`src/rtl/clkmon_pkg.sv`:
```
package clkmon_pkg;

   // sub-units per status register
   localparam int GROUP_W = 8;

   // register map
   localparam logic [7:0] A_MAIN       = 8'h00;
   localparam logic [7:0] A_PTR        = 8'h01;
   localparam logic [7:0] A_PMASK      = 8'h02;
   localparam logic [7:0] A_CFG        = 8'h03;
   localparam logic [7:0] A_PER_LO     = 8'h04;
   localparam logic [7:0] A_PER_HI     = 8'h05;
   localparam logic [7:0] A_STAT_BASE  = 8'h10;
   localparam logic [7:0] A_SMASK_BASE = 8'h20;

endpackage

```
`src/rtl/clkmon_sync.sv`:
```
module clkmon_sync #(
   parameter int W      = 8,
   parameter int STAGES = 2
) (
   input  logic         clk,
   input  logic         rst_n,
   input  logic [W-1:0] d,
   output logic [W-1:0] q
);

   logic [W-1:0] stg [STAGES];

   genvar i;
   for (i = 0; i < STAGES; i++) begin : g_stg
      if (i == 0) begin : g_first
         always_ff @(posedge clk or negedge rst_n) begin
            if (!rst_n) stg[0] <= '0;
            else        stg[0] <= d;
         end
      end else begin : g_next
         always_ff @(posedge clk or negedge rst_n) begin
            if (!rst_n) stg[i] <= '0;
            else        stg[i] <= stg[i-1];
         end
      end
   end

   assign q = stg[STAGES-1];

endmodule

```
`src/rtl/clkmon_timer.sv`:
```
module clkmon_timer #(
   parameter int PERIOD_W = 16
) (
   input  logic                clk,
   input  logic                rst_n,
   input  logic [PERIOD_W-1:0] period,
   input  logic                reload,
   output logic                test,
   output logic                sample
);

   localparam logic [PERIOD_W-1:0] ONE = PERIOD_W'(1);

   logic [PERIOD_W-1:0] cnt;
   logic [PERIOD_W-1:0] last;

   // a zero period is run as a one-cycle period
   assign last   = (period == '0) ? '0 : period - ONE;
   assign sample = ~reload & (cnt == last);

   always_ff @(posedge clk or negedge rst_n) begin
      if (!rst_n) begin
         cnt  <= '0;
         test <= 1'b0;
      end else if (reload) begin
         cnt  <= '0;
      end else if (sample) begin
         cnt  <= '0;
         test <= ~test;
      end else begin
         cnt  <= cnt + ONE;
      end
   end

   AST_CNT_BOUNDED: assert property (@(posedge clk) disable iff (!rst_n) cnt <= last);
   AST_TOGGLE_AT_END: assert property (@(posedge clk) disable iff (!rst_n) sample |=> (test != $past(test)));
   AST_HOLD_MIDPERIOD: assert property (@(posedge clk) disable iff (!rst_n) !sample |=> $stable(test));

endmodule

```
`src/rtl/clkmon_group.sv`:
```
module clkmon_group #(
   parameter int W = 8
) (
   input  logic         clk,
   input  logic         rst_n,
   input  logic [W-1:0] ack,
   input  logic         test,
   input  logic         sample,
   input  logic         wr_stat,
   input  logic         rd_clear,
   input  logic         wr_mask,
   input  logic [W-1:0] wdata,
   output logic [W-1:0] status,
   output logic [W-1:0] mask,
   output logic         pending
);

   logic [W-1:0] prev_ack;
   logic [W-1:0] activity;
   logic [W-1:0] alive;
   logic [W-1:0] edges;
   logic [W-1:0] hit;
   logic [W-1:0] drop;

   assign edges = ack ^ prev_ack;
   assign hit   = sample ? (ack ^ {W{test}}) : '0;
   // write-one clears only sub-units whose acknowledge moved last period
   assign drop  = rd_clear ? '1 : (wr_stat ? (wdata & alive) : '0);

   always_ff @(posedge clk or negedge rst_n) begin
      if (!rst_n) begin
         status   <= '0;
         mask     <= '0;
         prev_ack <= '0;
         activity <= '0;
         alive    <= '0;
      end else begin
         status   <= hit | (status & ~drop);
         prev_ack <= ack;
         if (sample) begin
            alive    <= activity | edges;
            activity <= '0;
         end else begin
            activity <= activity | edges;
         end
         if (wr_mask) mask <= wdata;
      end
   end

   assign pending = |(status & ~mask);

   AST_SET_WINS: assert property (@(posedge clk) disable iff (!rst_n) (hit != '0) |=> ((status & $past(hit)) == $past(hit)));
   AST_SET_ONLY_AT_END: assert property (@(posedge clk) disable iff (!rst_n) !sample |=> ((status & ~$past(status)) == '0));
   AST_STUCK_KEEPS: assert property (@(posedge clk) disable iff (!rst_n) (wr_stat && !rd_clear) |=> ((status & $past(status & wdata & ~alive)) == $past(status & wdata & ~alive)));
   AST_READ_EMPTIES: assert property (@(posedge clk) disable iff (!rst_n) (rd_clear && !sample) |=> (status == '0));

endmodule

```
`src/rtl/clock_loss_monitor.sv`:
```
module clock_loss_monitor
   import clkmon_pkg::*;
#(
   parameter int NUM_GROUPS  = 2,
   parameter int PERIOD_W    = 16,
   parameter int DEF_PERIOD  = 16,
   parameter int SYNC_STAGES = 2
) (
   input  logic                          clk,
   input  logic                          rst_n,
   input  logic [7:0]                    reg_addr,
   input  logic                          reg_wr,
   input  logic                          reg_rd,
   input  logic [7:0]                    reg_wdata,
   output logic [7:0]                    reg_rdata,
   input  logic [GROUP_W*NUM_GROUPS-1:0] ack_in,
   output logic                          clk_test,
   output logic                          irq_clkmon
);

   localparam int NU    = GROUP_W * NUM_GROUPS;
   localparam int HI_W  = PERIOD_W - 8;

   if (NUM_GROUPS < 1 || NUM_GROUPS > 8) begin : g_bad_groups
      $fatal(1, "NUM_GROUPS must lie in 1..8");
   end
   if (PERIOD_W < 9 || PERIOD_W > 16) begin : g_bad_width
      $fatal(1, "PERIOD_W must lie in 9..16");
   end
   if (DEF_PERIOD < 1 || DEF_PERIOD >= (1 << PERIOD_W)) begin : g_bad_def
      $fatal(1, "DEF_PERIOD does not fit PERIOD_W");
   end
   if (SYNC_STAGES < 2) begin : g_bad_sync
      $fatal(1, "SYNC_STAGES must be at least 2");
   end

   logic [PERIOD_W-1:0]   period_q;
   logic                  cor_q;
   logic [7:0]            pmask_q;
   logic [NU-1:0]         ack_s;
   logic                  sample;
   logic                  reload;
   logic [NUM_GROUPS-1:0] ptr_raw;
   logic [7:0]            ptr_vec;
   logic                  main_bit;
   logic [GROUP_W-1:0]    stat_v  [NUM_GROUPS];
   logic [GROUP_W-1:0]    smask_v [NUM_GROUPS];

   assign reload = reg_wr & ((reg_addr == A_PER_LO) | (reg_addr == A_PER_HI));

   always_ff @(posedge clk or negedge rst_n) begin
      if (!rst_n) begin
         period_q <= PERIOD_W'(DEF_PERIOD);
         cor_q    <= 1'b0;
         pmask_q  <= '0;
      end else if (reg_wr) begin
         case (reg_addr)
            A_PMASK:  pmask_q                 <= reg_wdata;
            A_CFG:    cor_q                   <= reg_wdata[0];
            A_PER_LO: period_q[7:0]           <= reg_wdata;
            A_PER_HI: period_q[PERIOD_W-1:8]  <= reg_wdata[HI_W-1:0];
            default: ;
         endcase
      end
   end

   clkmon_sync #(.W(NU), .STAGES(SYNC_STAGES)) u_sync (
      .clk   (clk),
      .rst_n (rst_n),
      .d     (ack_in),
      .q     (ack_s)
   );

   clkmon_timer #(.PERIOD_W(PERIOD_W)) u_timer (
      .clk    (clk),
      .rst_n  (rst_n),
      .period (period_q),
      .reload (reload),
      .test   (clk_test),
      .sample (sample)
   );

   genvar g;
   for (g = 0; g < NUM_GROUPS; g++) begin : g_grp
      logic sel_stat;
      logic sel_mask;
      assign sel_stat = (reg_addr == A_STAT_BASE  + 8'(g));
      assign sel_mask = (reg_addr == A_SMASK_BASE + 8'(g));

      clkmon_group #(.W(GROUP_W)) u_grp (
         .clk      (clk),
         .rst_n    (rst_n),
         .ack      (ack_s[g*GROUP_W +: GROUP_W]),
         .test     (clk_test),
         .sample   (sample),
         .wr_stat  (reg_wr & sel_stat),
         .rd_clear (reg_rd & sel_stat & cor_q),
         .wr_mask  (reg_wr & sel_mask),
         .wdata    (reg_wdata),
         .status   (stat_v[g]),
         .mask     (smask_v[g]),
         .pending  (ptr_raw[g])
      );
   end

   always_comb begin
      ptr_vec = '0;
      ptr_vec[NUM_GROUPS-1:0] = ptr_raw;
   end

   assign main_bit   = |(ptr_vec & ~pmask_q);
   assign irq_clkmon = main_bit;

   always_comb begin
      reg_rdata = '0;
      case (reg_addr)
         A_MAIN:   reg_rdata[0] = main_bit;
         A_PTR:    reg_rdata = ptr_vec;
         A_PMASK:  reg_rdata = pmask_q;
         A_CFG:    reg_rdata[0] = cor_q;
         A_PER_LO: reg_rdata = period_q[7:0];
         A_PER_HI: reg_rdata[HI_W-1:0] = period_q[PERIOD_W-1:8];
         default: begin
            for (int k = 0; k < NUM_GROUPS; k++) begin
               if (reg_addr == A_STAT_BASE + 8'(k))  reg_rdata = stat_v[k];
               if (reg_addr == A_SMASK_BASE + 8'(k)) reg_rdata = smask_v[k];
            end
         end
      endcase
   end

   AST_IRQ_NEEDS_PTR: assert property (@(posedge clk) disable iff (!rst_n) irq_clkmon |-> (ptr_vec != '0));

endmodule

```
`config.mk`:
```
export PLATFORM = sky130hd
export DESIGN_NAME = clock_loss_monitor
export DESIGN_NICKNAME = d
export VERILOG_FILES = /design/src/rtl/clkmon_pkg.sv /design/src/rtl/clkmon_sync.sv /design/src/rtl/clkmon_timer.sv /design/src/rtl/clkmon_group.sv /design/src/rtl/clock_loss_monitor.sv
export SDC_FILE = /design/constraint.sdc
export NUM_CORES = 1
export LEC_CHECK = 0
export BUFFER_PORTS_ARGS = -buffer_cell sky130_fd_sc_hd__buf_4
export CAP_MARGIN = 30
export CELL_PAD_IN_SITES_DETAIL_PLACEMENT = 1
export CELL_PAD_IN_SITES_GLOBAL_PLACEMENT = 1
export CORE_ASPECT_RATIO = 1.1
export CORE_MARGIN = 8
export CORE_UTILIZATION = 52
export DETAILED_ROUTE_END_ITERATION = 8
export HOLD_SLACK_MARGIN = 0.15
export PLACE_DENSITY_LB_ADDON = 0.05
export SETUP_SLACK_MARGIN = 0.3
export SLEW_MARGIN = 0
export SYNTH_ARGS = -nofsm -noshare
export SYNTH_HDL_FRONTEND = slang
export SYNTH_SLANG_ARGS = --single-unit
```
`constraint.sdc`:
```
create_clock -name clk -period 7.1 [get_ports clk]
set_input_delay 0.71 -clock clk [delete_from_list [all_inputs] [get_ports clk]]
set_output_delay 0.71 -clock clk [all_outputs]
set_load 0.02 [all_outputs]
```
==> impl_metrics.tcl <==
set metrics [dict create \
    outcome "complete, no violations" \
    worstPathArrival_ps 4370 \
    die_width_um 127 \
    initial_core_util_pct 53.3 \
    placed_area_um2 7530 \
    rsz0062_at_grt "no" \
    dp_slack_ps 3110 \
    synth_cells 645 \
    drtIter0Drc 423 \
    hold_class "input pin to asynchronous set/reset pin" \
    max_freq_mhz 248 \
    insertion_delay_ps 430 \
    row_count 44 \
    r2r_slack_ps 3060 \
    final_common_cell "dfrtp_1" \
    path_clk_slew_ps 60 \
    fin_area_um2 8110 \
    async_flop_share_pct 100 \
    finalNetCount 717 \
    die_area_um2 17600 \
    layout_common_cells "153 x dfrtp_1, 50 x nor2_1, 46 x buf_4" \
    fin_ws_ps 3060 \
    stdcell_count 875 \
    r2r_cells 11 \
    finalHoldViolCount 0 \
    grt_first_pass_wirelength_mm 32.6 \
    worst_clock_skew_ps 10.8 \
    grt.overflow.total 0 \
    wl_per_cell_um 23.1 \
    gp_congestion 0.881 \
    ys_warn_count 0 \
    critPathCaptureType "flip-flop" \
    cp_max_fo 39 \
    grt_pass1_vias 5731 \
    p_leak_nw 3.51 \
    synth_top_area_share_pct 54.1 \
    cts_setup_buffers 0 \
    rr_endpoint "g_grp[0].u_grp.alive[4]" \
    synth_area_leaders "dfrtp_1 54%, mux2_2 6.5%, xnor2_1 4.3%, xor2_1 3.3%, nand3_1 3.2%" \
    r2r_start "period_q[0]" \
    period_needed_ps 4040 \
    grt.total_usage_pct 24.2 \
    setup_viol 0 \
    maxCapViolations 0 \
    ant_nets 0 \
    diodes 0 \
    htreeDepth 4 \
    avgViaCountPerCell 6.09 \
    hpwl_mm 13.9 \
    cp-start-kind "flip-flop" \
    synth-edff-count 0 \
    root_buffer "clkbuf_16" \
    required_ps 7440 \
    cts_sinks 154 \
    drive_above_1_share_pct 18.7 \
    pwr_density_cell_nw_per_um2 319 \
    synth_top_cell_by_area "dfrtp_1" \
    dp.cells 843 \
    routed.top_layer "met4" \
    tightest_slew_ps 784 \
    drc_errors 0 \
    grt_max_degree 96 \
    min_period_over_period_pct 56.8 \
    syn_to_final_growth_pct 14.7 \
    critPathKind "flip-flop to flip-flop" \
    routed_wl_mm 20.2 \
    via_count 5330 \
    synth_nets 683 \
    drtPass1Iterations 7 \
    clockBufferDepth 2 \
    wl_met3_um 810 \
    synth.distinct_cells 53 \
    synthesis.area_um2 7070 \
    power_w 0.00259 \
    nFillCells 1363 \
    io_pins 46 \
    slew_viol_final 0 \
    hold_buffers 0 \
    cts_tree "yes" \
    syn-mean-instance-area_um2 11.0 \
    synth_seq_cells 154 \
    setup_tns_ps 0 \
    cts_made_buffers 17 \
    core-area_um2 13300 \
    grt_antenna_before_repair 0 \
    io_buffers 45 \
    met2_length_mm 10.3 \
    yosysSeqAreaShare_pct 54.5 \
    drt-met1-wl_mm 8.53 \
    relSlewSlack_pct 47.8 \
    die_h_um 138 \
    synth-main-ff-cell "dfrtp_1" \
    ir_worst_vdd_v 0.000301 \
    cts_resized 0 \
]
-- worst max path at each step --
stage                startpoint                      end  depth (start not counted)
floorplan           period_q[0]          u_timer.cnt[12]                         15
global placement    period_q[0]  g_grp[1].u_grp.alive[1]                         10
detailed placement  period_q[0]  g_grp[1].u_grp.alive[3]                         11
CTS                 period_q[0]  g_grp[0].u_grp.alive[5]                         11
global route        period_q[2]  g_grp[0].u_grp.alive[4]                          9
finish              period_q[0]  g_grp[0].u_grp.alive[4]                         11
-- flip-flops by register name, indices dropped and copies added (netlist names), 8 cells and up --
register	flops
g_grp.u_grp.mask	16
pmask_q	8
period_q	16
g_grp.u_grp.activity	16
u_timer.cnt	16
g_grp.u_grp.status	16
g_grp.u_grp.alive	16
u_sync.stg	16
g_grp.u_grp.prev_ack	16
u_sync.q	16
-- final cells by class --
type                    count  area [um2]  area share [%]
clock buffers              21         460            5.68
clock inverters            10        96.3            1.19
inverters                  40         150            1.85
multi-input cells         416        2890            35.6
flip-flops and latches    154        3850            47.5
well taps                 184         230            2.84
repair buffers             50         432            5.32
-- logic make-up after synthesis --
logic type,Yosys count,share of synthesized area [%]
AOI/OAI and AO/OA,92,8.93
xor gates and xnor gates,62,7.68
adders and majority gates,2,0.354
buffers and inverters,75,4.69
DFF,154,54.5
muxes,58,8.93
and+or+nand+nor,202,14.9
-- routing by layer --
metal,up-vias,GRT usage (%)
met3,44,5.69
met4,0,9.22
li1,2364,-
met2,162,40.7
met5,-,0
met1,2760,29.3
-- where the power goes --
part,leakage (nW),switching (W),internal [W]
Combinational,1.40,0.000328,0.000261
Clock,0.273,0.000356,0.000499
Sequential,1.84,0.000159,0.000985
Total,3.51,0.000843,0.00174
-- synthesized netlist by cell type (all sizes together), types with 13 or more instances --
master and count:
nand3 45, nor2 50, xnor2 35, nand2 21, clkbuf 25, xor2 27
o21ai 24, mux2i 17, nor3 29, dfrtp 153, nor4 13, inv 40
mux2 41
-- stage by stage --
stage	hold WS, ps	utilization (%)
2_1_floorplan	331	-
3_3_place_gp	333	56.4
3_5_place_dp	338	56.7
4_1_cts	348	60.9
5_1_grt	315	61.1
6_report	283	61.1
-- critical path: stages (launching register included) --
cell and delay [ps]:
dfrtp_1 500, inv_1 100, ha_1 310, or3b_2 520
nor4_4 300, nand2_1 90, a221o_1 320, or4_1 410
nor4_2 370, and4_2 460, buf_12 270, mux2i_1 250
Note: power is estimated with default switching activity, not from simulation.
